<file path="src/rtl/idle_mon_pkg.sv">
package idle_mon_pkg;

    localparam logic [1:0] HT_IDLE = 2'b00;

    localparam int NUM_RULES    = 4;
    localparam int RULE_PHANTOM = 0;
    localparam int RULE_STALL   = 1;
    localparam int RULE_ERRRSP  = 2;
    localparam int RULE_CANCEL  = 3;

    typedef enum logic [1:0] {
        TRK_OPEN      = 2'd0,
        TRK_IDLE_DP   = 2'd1,
        TRK_IDLE_HELD = 2'd2
    } trk_state_t;

    typedef enum logic {
        EC_WATCH  = 1'b0,
        EC_SECOND = 1'b1
    } ec_state_t;

endpackage

</file>
<file path="src/rtl/idle_dp_tracker.sv">
module idle_dp_tracker
    import idle_mon_pkg::*;
(
    input  logic       clk,
    input  logic       rst_n,
    input  logic [1:0] htrans,
    input  logic       hsel,
    input  logic       hready,
    output logic       dp_first,
    output logic       dp_held
);

    trk_state_t state_q, state_d;
    logic       idle_addr;

    assign idle_addr = hsel && hready && (htrans == HT_IDLE);

    // next-state logic
    always_comb begin
        state_d = state_q;
        unique case (state_q)
            TRK_OPEN: begin
                if (idle_addr) state_d = TRK_IDLE_DP;
            end
            TRK_IDLE_DP, TRK_IDLE_HELD: begin
                if (!hready)        state_d = TRK_IDLE_HELD;
                else if (idle_addr) state_d = TRK_IDLE_DP;
                else                state_d = TRK_OPEN;
            end
            default: state_d = TRK_OPEN;
        endcase
    end

    // state register
    always_ff @(posedge clk or negedge rst_n) begin
        if (!rst_n) state_q <= TRK_OPEN;
        else        state_q <= state_d;
    end

    // outputs
    always_comb begin
        dp_first = 1'b0;
        dp_held  = 1'b0;
        unique case (state_q)
            TRK_OPEN:      ;
            TRK_IDLE_DP:   dp_first = 1'b1;
            TRK_IDLE_HELD: dp_held  = 1'b1;
            default:       ;
        endcase
    end

    // an extended IDLE data phase only follows a cycle with bus ready low
    assert_held_after_wait_R3: assert property (@(posedge clk) disable iff (!rst_n)
        (state_q == TRK_IDLE_HELD) |-> $past(!hready));

    // a selected IDLE address phase always opens an IDLE data phase
    assert_idle_opens_dp_R1: assert property (@(posedge clk) disable iff (!rst_n)
        (hsel && hready && htrans == HT_IDLE) |=> dp_first);

endmodule

</file>
<file path="src/rtl/err_cancel_watch.sv">
module err_cancel_watch
    import idle_mon_pkg::*;
(
    input  logic clk,
    input  logic rst_n,
    input  logic hready,
    input  logic hresp,
    output logic at_second
);

    ec_state_t state_q, state_d;

    always_comb begin
        state_d = state_q;
        unique case (state_q)
            EC_WATCH:  if (hresp && !hready) state_d = EC_SECOND;
            EC_SECOND: state_d = EC_WATCH;
            default:   state_d = EC_WATCH;
        endcase
    end

    always_ff @(posedge clk or negedge rst_n) begin
        if (!rst_n) state_q <= EC_WATCH;
        else        state_q <= state_d;
    end

    always_comb begin
        at_second = 1'b0;
        unique case (state_q)
            EC_WATCH:  at_second = 1'b0;
            EC_SECOND: at_second = 1'b1;
            default:   at_second = 1'b0;
        endcase
    end

    // the second error cycle is entered only from a first error cycle
    assert_second_after_first_R5: assert property (@(posedge clk) disable iff (!rst_n)
        at_second |-> $past(hresp && !hready));

endmodule

</file>
<file path="src/rtl/sat_count.sv">
module sat_count #(
    parameter int W = 8
) (
    input  logic         clk,
    input  logic         rst_n,
    input  logic         inc,
    output logic [W-1:0] cnt
);

    localparam logic [W-1:0] CNT_MAX = {W{1'b1}};

    always_ff @(posedge clk or negedge rst_n) begin
        if (!rst_n)                  cnt <= '0;
        else if (inc && cnt != CNT_MAX) cnt <= cnt + 1'b1;
    end

    // a saturated counter stays saturated
    assert_sat_hold_R6: assert property (@(posedge clk) disable iff (!rst_n)
        (cnt == CNT_MAX) |=> (cnt == CNT_MAX));

    // the counter never moves backwards
    assert_no_decrease_R6: assert property (@(posedge clk) disable iff (!rst_n)
        cnt >= $past(cnt));

endmodule

</file>
<file path="src/rtl/idle_cycle_monitor.sv">
module idle_cycle_monitor
    import idle_mon_pkg::*;
#(
    parameter int CNT_W = 8
) (
    input  logic             clk,
    input  logic             rst_n,
    input  logic             clr_sticky,
    input  logic [1:0]       htrans,
    input  logic             hsel,
    input  logic             hready,
    input  logic             hreadyout,
    input  logic             hresp,
    input  logic             acc_strobe,
    output logic [3:0]       viol,
    output logic             err_sticky,
    output logic [CNT_W-1:0] cnt_phantom,
    output logic [CNT_W-1:0] cnt_stall,
    output logic [CNT_W-1:0] cnt_err_resp,
    output logic [CNT_W-1:0] cnt_no_cancel
);

    logic                 dp_first, dp_held, at_second;
    logic [NUM_RULES-1:0] det;
    logic [NUM_RULES-1:0] viol_q;
    logic [CNT_W-1:0]     cnt_arr [NUM_RULES];

    idle_dp_tracker u_trk (
        .clk      (clk),
        .rst_n    (rst_n),
        .htrans   (htrans),
        .hsel     (hsel),
        .hready   (hready),
        .dp_first (dp_first),
        .dp_held  (dp_held)
    );

    err_cancel_watch u_ec (
        .clk       (clk),
        .rst_n     (rst_n),
        .hready    (hready),
        .hresp     (hresp),
        .at_second (at_second)
    );

    // rule detection for the current cycle
    always_comb begin
        det                = '0;
        det[RULE_PHANTOM]  = (dp_first || dp_held) && acc_strobe;
        det[RULE_STALL]    = dp_first && !hreadyout && !hresp;
        det[RULE_ERRRSP]   = dp_first && hresp;
        det[RULE_CANCEL]   = at_second && (htrans != HT_IDLE);
    end

    always_ff @(posedge clk or negedge rst_n) begin
        if (!rst_n) begin
            viol_q     <= '0;
            err_sticky <= 1'b0;
        end else begin
            viol_q <= det;
            if (|det)           err_sticky <= 1'b1;
            else if (clr_sticky) err_sticky <= 1'b0;
        end
    end

    for (genvar g = 0; g < NUM_RULES; g++) begin : g_cnt
        sat_count #(.W(CNT_W)) u_cnt (
            .clk   (clk),
            .rst_n (rst_n),
            .inc   (det[g]),
            .cnt   (cnt_arr[g])
        );

        // a flagged rule always has a non-zero count
        assert_count_follows_flag_R6: assert property (@(posedge clk) disable iff (!rst_n)
            viol_q[g] |-> (cnt_arr[g] != '0));
    end

    assign viol          = viol_q;
    assign cnt_phantom   = cnt_arr[RULE_PHANTOM];
    assign cnt_stall     = cnt_arr[RULE_STALL];
    assign cnt_err_resp  = cnt_arr[RULE_ERRRSP];
    assign cnt_no_cancel = cnt_arr[RULE_CANCEL];

    // any flagged rule leaves the sticky flag set
    assert_sticky_on_viol_R7: assert property (@(posedge clk) disable iff (!rst_n)
        (|viol_q) |-> err_sticky);

    // the sticky flag only falls after a clear request
    assert_sticky_clear_R7: assert property (@(posedge clk) disable iff (!rst_n)
        $fell(err_sticky) |-> $past(clr_sticky));

    // nothing is flagged for the first cycle after reset
    assert_quiet_after_reset_R8: assert property (@(posedge clk) disable iff (!rst_n)
        $rose(rst_n) |=> (viol_q == '0));

    // a phantom flag needs a strobe in the previous cycle
    assert_phantom_needs_strobe_R2: assert property (@(posedge clk) disable iff (!rst_n)
        viol_q[RULE_PHANTOM] |-> $past(acc_strobe));

    // an error-to-IDLE flag needs an ERROR response in the previous cycle
    assert_errrsp_needs_resp_R4: assert property (@(posedge clk) disable iff (!rst_n)
        viol_q[RULE_ERRRSP] |-> $past(hresp));

endmodule

</file>
<file path="config.mk">
export PLATFORM = sky130hd
export DESIGN_NAME = idle_cycle_monitor
export DESIGN_NICKNAME = d
export VERILOG_FILES = /design/src/rtl/idle_mon_pkg.sv /design/src/rtl/idle_dp_tracker.sv /design/src/rtl/err_cancel_watch.sv /design/src/rtl/sat_count.sv /design/src/rtl/idle_cycle_monitor.sv
export SDC_FILE = /design/constraint.sdc
export NUM_CORES = 1
export LEC_CHECK = 0
export ABC_CLOCK_PERIOD_IN_PS = 3500
export BUFFER_PORTS_ARGS = -buffer_cell sky130_fd_sc_hd__buf_2
export CORE_MARGIN = 5
export CORE_UTILIZATION = 50
export DETAILED_ROUTE_END_ITERATION = 16
export PLACE_DENSITY_LB_ADDON = 0.15
export SLEW_MARGIN = 25
export SYNTH_ARGS = -nofsm -noshare
export SYNTH_HDL_FRONTEND = slang
export SYNTH_SLANG_ARGS = --single-unit
</file>
<file path="constraint.sdc">
create_clock -name clk -period 3.5 [get_ports clk]
set_input_delay 0.875 -clock clk [delete_from_list [all_inputs] [get_ports clk]]
set_output_delay 0.875 -clock clk [all_outputs]
set_load 0.01 [all_outputs]
</file>
[Yosys cells after proc, flatten, opt, wreduce, memory -nomap -nowiden]
Index checks and enable logic that the tools add are counted.
Word-level totals
  flip-flop bits (word level): 40
  bits of input ports: 10
  output and inout port bits: 37
  word-level logic and storage cells: 53
Operators by class
  add/subtract/negate cells: 4
  equality and inequality tests: 7
  multiplexer cells: 11
  bitwise gates (word level): 1
  reductions and logical operators: 22
Operators by type and width (count)
  adder 8 x 1 -> 8 bit, second input constant: 4
  != test 8 bit, second input constant: 4
  logical AND 1 bit: 12
  2-to-1 mux 1 bit: 6
  logical NOT 2 bit: 2
  2-to-1 mux 2 bit: 2
  one-hot mux 1 bit (2 select lines): 2
  one-hot mux 2 bit (2 select lines): 1
  nonzero test 2 bit: 2
  OR reduction 4 bit: 1
  logical NOT 1 bit: 3
  == test 2 x 1 -> 1 bit, second input constant: 1
  == test 2 bit, second input constant: 1
  != test 2 x 1 -> 1 bit, second input constant: 1
  OR reduction 2 bit: 1
  logical OR 1 bit: 1
  inverter 1 bit: 1

[Depth between registers and ports, before layout]
Gate-level depths: netlist (run 1).
  depth in word-level cells: 6
  gate-level depth with buffers: 7
  mapped depth without buffers: 6

[Modules after synthesis]
From an unflattened synthesis (run 1), not the netlist that was laid out.
Second synthesis, totals
  cell total of the unflattened synthesis: 166
  area total of the unflattened synthesis: 2030.7 um^2
By module, submodules not included
  sat_count: instances 4, cells each 34, area each 407.9 um^2, seq. area each 200.2 um^2
  idle_cycle_monitor: instances 1, cells each 13, area each 185.2 um^2, seq. area each 125.1 um^2
  idle_dp_tracker: instances 1, cells each 15, area each 176.4 um^2, seq. area each 50.0 um^2
  err_cancel_watch: instances 1, cells each 2, area each 37.5 um^2, seq. area each 25.0 um^2

[Least setup slack after synthesis (run 1)]
No wires, ideal clock.
  path kind: input to register
  start point: input htrans[1]
  end point: register g_cnt[3].u_cnt.cnt[5]
  library setup time: 0.128 ns
  arrival: 1.735 ns
  required time: 3.372 ns
  path slack: 1.638 ns
  stages on the path: 4
  path buffers: 0
  cell sequence: o21a_2 and4_1 nand3_1 mux2_1
On the way
  longest elaborated chain between the ends: 3
Ends and longest elaborated chain
  start: declaration: line idle_cycle_monitor.sv:9  | input logic [1:0] htrans,
  nonzero test 2 bit: line idle_cycle_monitor.sv:52  | det[RULE_CANCEL] = at_second && (htrans != HT_IDLE);
  logical AND 1 bit: line idle_cycle_monitor.sv:52
  logical AND 1 bit: line sat_count.sv:14  | else if (inc && cnt != CNT_MAX) cnt <= cnt + 1'b1;
  end signal: assignment: line sat_count.sv:14
  end: declaration: line sat_count.sv:7  | output logic [W-1:0] cnt
Every way passes these cells.
A chain may end at the register's enable or synchronous reset.

[Final worst setup path (run 1)]
  start point: register u_trk.state_q[0]
  end point: register g_cnt[0].u_cnt.cnt[7]
On the way
  longest elaborated chain between the ends: 5
  elaborated cells on any way between the ends: 7
  those cells by class: 2 x eq/ne; 2 x mux; 3 x reduce/logical
Ends and longest elaborated chain
  start: declaration: line idle_dp_tracker.sv:13  | trk_state_t state_q, state_d;
  start signal: assignment: line idle_dp_tracker.sv:37  | else state_q <= state_d;
  == test 2 x 1 -> 1 bit or == test 2 bit (tied branches): line idle_dp_tracker.sv:44  | unique case (state_q)
  2-to-1 mux 1 bit: line idle_dp_tracker.sv:44
  logical OR 1 bit *: line idle_cycle_monitor.sv:49  | det[RULE_PHANTOM] = (dp_first || dp_held) && acc_strobe;
  logical AND 1 bit *: line idle_cycle_monitor.sv:49
  logical AND 1 bit *: line sat_count.sv:14
  end signal: assignment: line sat_count.sv:14
  end: declaration: line sat_count.sv:7
Every way passes the cells marked *; elsewhere a longest branch is shown, timed or not.

==> results of run 1 <==
## worst paths after layout
kind	from	to	slack [ns]	depth (start not counted)
worst min-delay path	u_ec.state_q	u_ec.state_q	0.44	1
max in group asynchronous	rst_n	g_cnt[0].u_cnt.cnt[1]	2.27	1
worst max-delay path	u_trk.state_q[0]	g_cnt[0].u_cnt.cnt[7]	1.60	6
min in group asynchronous	rst_n	g_cnt[2].u_cnt.cnt[5]	0.69	1
worst min register to register	u_ec.state_q	u_ec.state_q	0.44	1
worst max register to register	u_trk.state_q[0]	g_cnt[0].u_cnt.cnt[7]	1.60	6
## worst max-delay path: cells and delay by family, from the launching register on
kind | cells | cell delay (ns)
buffers and inverters | 1 | 0.07
adder cells (fa/ha/maj) | 1 | 0.32
flip-flops | 1 | 0.38
AND/OR/NAND/NOR | 3 | 0.69
multiplexers | 1 | 0.33
## power breakdown
group | internal, W | switching (W)
clock network | 0.000161 | 0.000145
logic | 0.000194 | 0.000226
registers | 0.000572 | 0.000120
## metal layers
metal	part of all wire [%]	vias to the layer above	track usage, %
li1	-	725	-
met1	45	666	18.6
met2	46	37	24.6
met3	6.7	9	5.89
met4	1.8	0	5.85
met5	0	-	0
## Yosys cell counts (2+ instances only)
| cell type | n | area [sq um] |
|---|---|---|
| nand2b_1 | 2 | 12.5 |
| and4_1 | 3 | 26.3 |
| mux2_1 | 7 | 78.8 |
| o21ai_1 | 2 | 10.0 |
| nand4_1 | 4 | 25.0 |
| and3_1 | 8 | 50.1 |
| nor2_1 | 5 | 18.8 |
| xor2_1 | 2 | 17.5 |
| inv_1 | 8 | 30.0 |
| a31oi_1 | 10 | 62.6 |
| dfrtp_1 | 40 | 1000 |
| nand2_1 | 15 | 56.3 |
| o21ai_0 | 4 | 20.0 |
| a21oi_1 | 17 | 85.1 |
| nor2b_1 | 3 | 18.8 |
| xnor2_1 | 8 | 70.1 |
| o21ai_2 | 2 | 17.5 |
| nand3_1 | 8 | 40.0 |
| ha_1 | 7 | 87.6 |
## layout make-up
type                    count  area (sq um)
flip-flops and latches     40          1000
multi-input cells         122           848
well taps                  48          60.1
inverters                   8          30.0
repair buffers             46           230
fillers                   305          1400
clock buffers               8          90.1
## state kept, by name, indices dropped and copies added, names as in the netlist
register,flops
u_ec.state_q,1
err_sticky,1
viol,4
u_trk.state_q,2
g_cnt.u_cnt.cnt,32
## stage by stage
stage,total power [W],utilization (%),cell area (sq um),cells
final,0.00142,61.7,2260,272
after global placement,0.00110,59.3,2170,264
after global routing,0.00153,61.7,2260,272
after floorplan,0.000948,-,1890,171
after CTS,0.00143,61.7,2260,272
after detailed placement,0.00113,59.3,2170,264
## layout by cell type, fill, tap and decap left out, drive strengths merged, types with 8 or more instances in the layout
master and n:
a21oi 17, a31oi 10, and3 9, buf 46, clkbuf 8, dfrtp 40
inv 8, mux2 8, nand2 15, nand3 9, o21ai 8, xnor2 8
## cells by family (layout without fill, tap and decap cells)
group           Yosys count  count (layout)  share of synthesized area, %
compound gates           40              40                          12.9
xor+xnor                 10              10                          4.64
fa+ha+maj                 7               7                          4.64
buf+inv                   9              62                          1.99
flops                    40              40                          53.1
mux                       8               8                          4.77
simple gates             57              57                          18.0
==> run metrics, run 1 <==
1st-iter DRT viols=99; area grow syn2layout=19.8%; postcts setup bufs=0; die height=71.4 um; Hold Path Class=reg -> reg; post-route setup slack=1.60 ns; CP max-delay cell=dfrtp_1; Syn Nets=188; global-route wire length before repair=6140 um; status=finished, final reports clean; Rel. slew slack=43.3%; Setup crit start kind=register; core area=3660 sq um; peak supply drop=0.368 mV; Final ANT Viol Nets=0; fmax=0.527 GHz; Hold Slack=0.439 ns; Leakage=1.14 nW; DR WL/cell=13.4 um; Tcrit/Tclk final=54.3%; CTS tree=done; Routed WL=3650 um; Nets=240; P per Cell Area=627 nW/um^2; I/O Buffers=46; Clk Latency, worst-skew pair=0.29 ns; most used flip-flop cell after synthesis=dfrtp_1; Unique masters post-synth=35; Crit. End Element=register; # hold bufs at CTS=0; Max H-tree Level=2; Avg Cell Area, Syn=11.0 sq um; register area share after synthesis=53.1%; Placement Rows=22; Least-Margin Pin Slew=0.851 ns; Final TNS setup=0 ns; Reg clk slew, reported paths=0.07 ns; final hold violations=0; crit-path cells=inv_1 > ha_1 > and2_1 > and3_1 > nand4_1 > mux2_1; clock sinks=40; mapped cell area=1890 sq um; clk buf depth=2; Worst Path Arrival=2.07 ns; pin count of the biggest net entering global routing=41; Crit Path Max Fanout=10; antenna diode count=0; Syn Inst Count=171; Vias=1437; die area=5100 sq um; vias in the first global route=1396; Pins Over Slew Limit=0; chip width=71.4 um; cts bufs inserted=5; Vias/cell=5.28; synthesis-stage register bit count=40; RSZ-0062 raised after global routing=no; Fin Clk Skew=0.00154 ns; critical path required time=3.67 ns; HPWL Detailed=2760 um; Congestion Overflow GR=0; CTS resizes=0; Pre-antenna DRT Iters=4; YS warnings=0; WS Path Type=reg -> reg; EDFF count, synth=0; async set-reset flop share out of synthesis=100%; slowest stage delay, CP=0.38 ns; Total GRT Usage=15.3%; GP Congestion=0.811; Min Clock Period, post-route=1.90 ns; final setup violation count=0; initial core utilization=51.5%; Setup WS pre-CTS=1.42 ns; fraction of layout cells with a size suffix above 1=27.7%; io pins=47; DRC errors left=0; max_cap viols=0; initial antenna violation count=0; Root Driver=clkbuf_8
Note: power is estimated with default switching activity, not from simulation.
==> run 2: changes to the inputs <==
Settings changed: ABC_CLOCK_PERIOD_IN_PS 3500 to 1830.
Clock period 3.5 ns to 1.83 ns, I/O delays scaled along.
==> run 2 against run 1 <==
  * Clock skew up 0.0047 ns
  * Worst hold slack worse by 0.23 ns
  * Global-route usage up 1.3 points
  * Die area unchanged
  * Total power up 89%
  * Sequential share of layout area about the same
  * Sequential power up 92%
  * Final cell count up 0.37%
  * Critical path depth unchanged
  * Largest cell class unchanged
==> run metrics, run 2 (synthesis gave the netlist of run 1 again) <==
core area=3660 sq um (unchanged); pin count of the biggest net entering global routing=41 (unchanged); delay-heaviest family, CP=simple AND/OR/NAND/NOR gates (unchanged); fraction of layout cells with a size suffix above 1=28.4% (was 27.7%); final setup violation count=0 (unchanged); post-route setup slack=0.114 ns (was 1.60 ns); Switching Share=35.5% (was 34.6%); CTS tree=done (unchanged); final hold violations=0 (unchanged); area post-placement=2180 sq um (was 2170 sq um); filler cell count=326 (was 305); Setup WS pre-CTS=0.132 ns (was 1.42 ns); Finished Layout Cells=273 (was 272); Buffers & Inverters on Critical Path=1 (unchanged); Pins Over Slew Limit=0 (unchanged); RSZ-0062 raised after global routing=no (unchanged); P per Cell Area=1190 nW/um^2 (was 627 nW/um^2); CP max-delay cell=dfrtp_1 (unchanged); Max H-tree Level=2 (unchanged); peak supply drop=0.675 mV (was 0.368 mV); Vias/cell=5.42 (was 5.28); initial antenna violation count=0 (unchanged); area grow syn2layout=19.9% (was 19.8%); slowest stage delay, CP=0.38 ns (about the same); Tcrit/Tclk final=93.8% (was 54.3%); Setup crit start kind=register (unchanged); cts bufs inserted=5 (unchanged); Hold Path Class=in -> async (was reg -> reg); chip width=71.4 um (unchanged); clk buf depth=2 (unchanged); Congestion Overflow GR=0 (unchanged); Net Sw Power=0.000952 W (was 0.000491 W); DR WL/cell=13.8 um (was 13.4 um); Fin Clk Skew=0.00621 ns (was 0.00154 ns); Final ANT Viol Nets=0 (unchanged); clock power share=20.3% (was 21.6%); Vias=1481 (was 1437); Critical R2R Launch=u_trk.state_q[0] (unchanged); GP Congestion=0.835 (was 0.811); Nets=242 (was 240); Crit. End Element=register (unchanged); DRC errors left=0 (unchanged); Reg clk slew, reported paths=0.07 ns (about the same); Pre-antenna DRT Iters=4 (unchanged); WS Path Type=reg -> reg (unchanged); antenna diode count=0 (unchanged); Critical Path Source=u_trk.state_q[0] (unchanged); clock sinks=40 (unchanged); CTS resizes=0 (unchanged); global-route wire length before repair=6710 um (was 6140 um); Final TNS setup=0 ns (unchanged); FF+latch area=1000 sq um (unchanged); status=finished, final reports clean (unchanged); I/O Buffers=46 (unchanged); 1st-iter DRT viols=101 (was 99); number of flip-flops in the largest register=32 (unchanged); commonest non-fill, non-tap cell in the layout=buf_2 (unchanged); Hold Slack=0.214 ns (was 0.439 ns); die height=71.4 um (unchanged); vias in the first global route=1498 (was 1396); Root Driver=clkbuf_8 (unchanged); Pint=0.00173 W (was 0.000926 W); Least-Margin Pin Slew=0.498 ns (was 0.851 ns); dpl cells=266 (was 264); fin area=2260 sq um (about the same); Routed WL=3770 um (was 3650 um); # hold bufs at CTS=0 (unchanged); Clk Latency, worst-skew pair=0.29 ns (about the same); largest register by flop count=g_cnt.u_cnt.cnt (unchanged); Rel. slew slack=66.8% (was 43.3%); io pins=47 (unchanged); Crit Path Max Fanout=3 (was 10); area of the multi-input gates=848 sq um (unchanged); crit-path cells=inv_1 > ha_1 > and2_1 > and3_1 > nand4_1 > mux2_1 (unchanged); initial core utilization=51.5% (unchanged); commonest cells after routing, fill and taps aside=buf_2, dfrtp_1, a21oi_1 (unchanged); Flop pwr share=49.6% (was 48.8%); die area=5100 sq um (unchanged); Placement Rows=22 (unchanged); postcts setup bufs=0 (unchanged); Worst Path Arrival=1.89 ns (was 2.07 ns); fmax=0.583 GHz (was 0.527 GHz); critical path required time=2.00 ns (was 3.67 ns); Min Clock Period, post-route=1.72 ns (was 1.90 ns); max_cap viols=0 (unchanged); Logic pwr share=30.2% (was 29.6%); Leakage=1.15 nW (was 1.14 nW); Total GRT Usage=16.6% (was 15.3%); HPWL Detailed=2900 um (was 2760 um)
==> run 2: changes by cell type in the layout (fill, tap and decap cells not counted) <==
cell / change
clkbuf_8: -1
clkinv_2: +1
buf_4: +2
clkbuf_1: -1
==> run 2: cell type report <==
type / count / share of cell area, %
flip-flops and latches: 40 / 44.2
multi-input cells: 122 / 37.5
repair buffers: 48 / 10.8
clock buffers: 6 / 3.21
well taps: 48 / 2.65
inverters: 8 / 1.33
clock inverters: 1 / 0.221
==> run 2: power groups by stage <==
stage / Combinational [W] / Sequential, W / Clock [W]
finish: 0.000809 / 0.00133 / 0.000543
global route: 0.000922 / 0.00137 / 0.000609
CTS: 0.000830 / 0.00133 / 0.000567
detailed placement: 0.000827 / 0.00135 / 0
global placement: 0.000799 / 0.00132 / 0
floorplan: 0.000410 / 0.00140 / 0
==> run 2: worst paths after layout <==
kind                                         end  slack [ns]  cells after the start
hold reg to reg                     u_ec.state_q        0.43                      1
min in group clk                    u_ec.state_q        0.36                      2
hold / removal             g_cnt[2].u_cnt.cnt[5]        0.21                      2
setup reg to reg           g_cnt[0].u_cnt.cnt[7]        0.11                      6
setup / recovery           g_cnt[0].u_cnt.cnt[7]        0.11                      6
max in group asynchronous  g_cnt[0].u_cnt.cnt[2]        1.27                      2
==> run 2: routing by layer <==
metal / global-route usage, % / share of wire, % / vias to the layer above
li1: - / - / 731
met1: 19.9 / 42 / 704
met2: 27.8 / 49 / 39
met3: 5.75 / 7.2 / 7
met4: 5.64 / 1.6 / 0
met5: 0 / 0 / -
==> run 2: stage by stage <==
stage          utilization (%)  total power, W
2_1_floorplan                -         0.00181
3_3_place_gp              59.7         0.00212
3_5_place_dp              59.7         0.00218
4_1_cts                   61.8         0.00273
5_1_grt                   61.8         0.00290
6_report                  61.8         0.00268
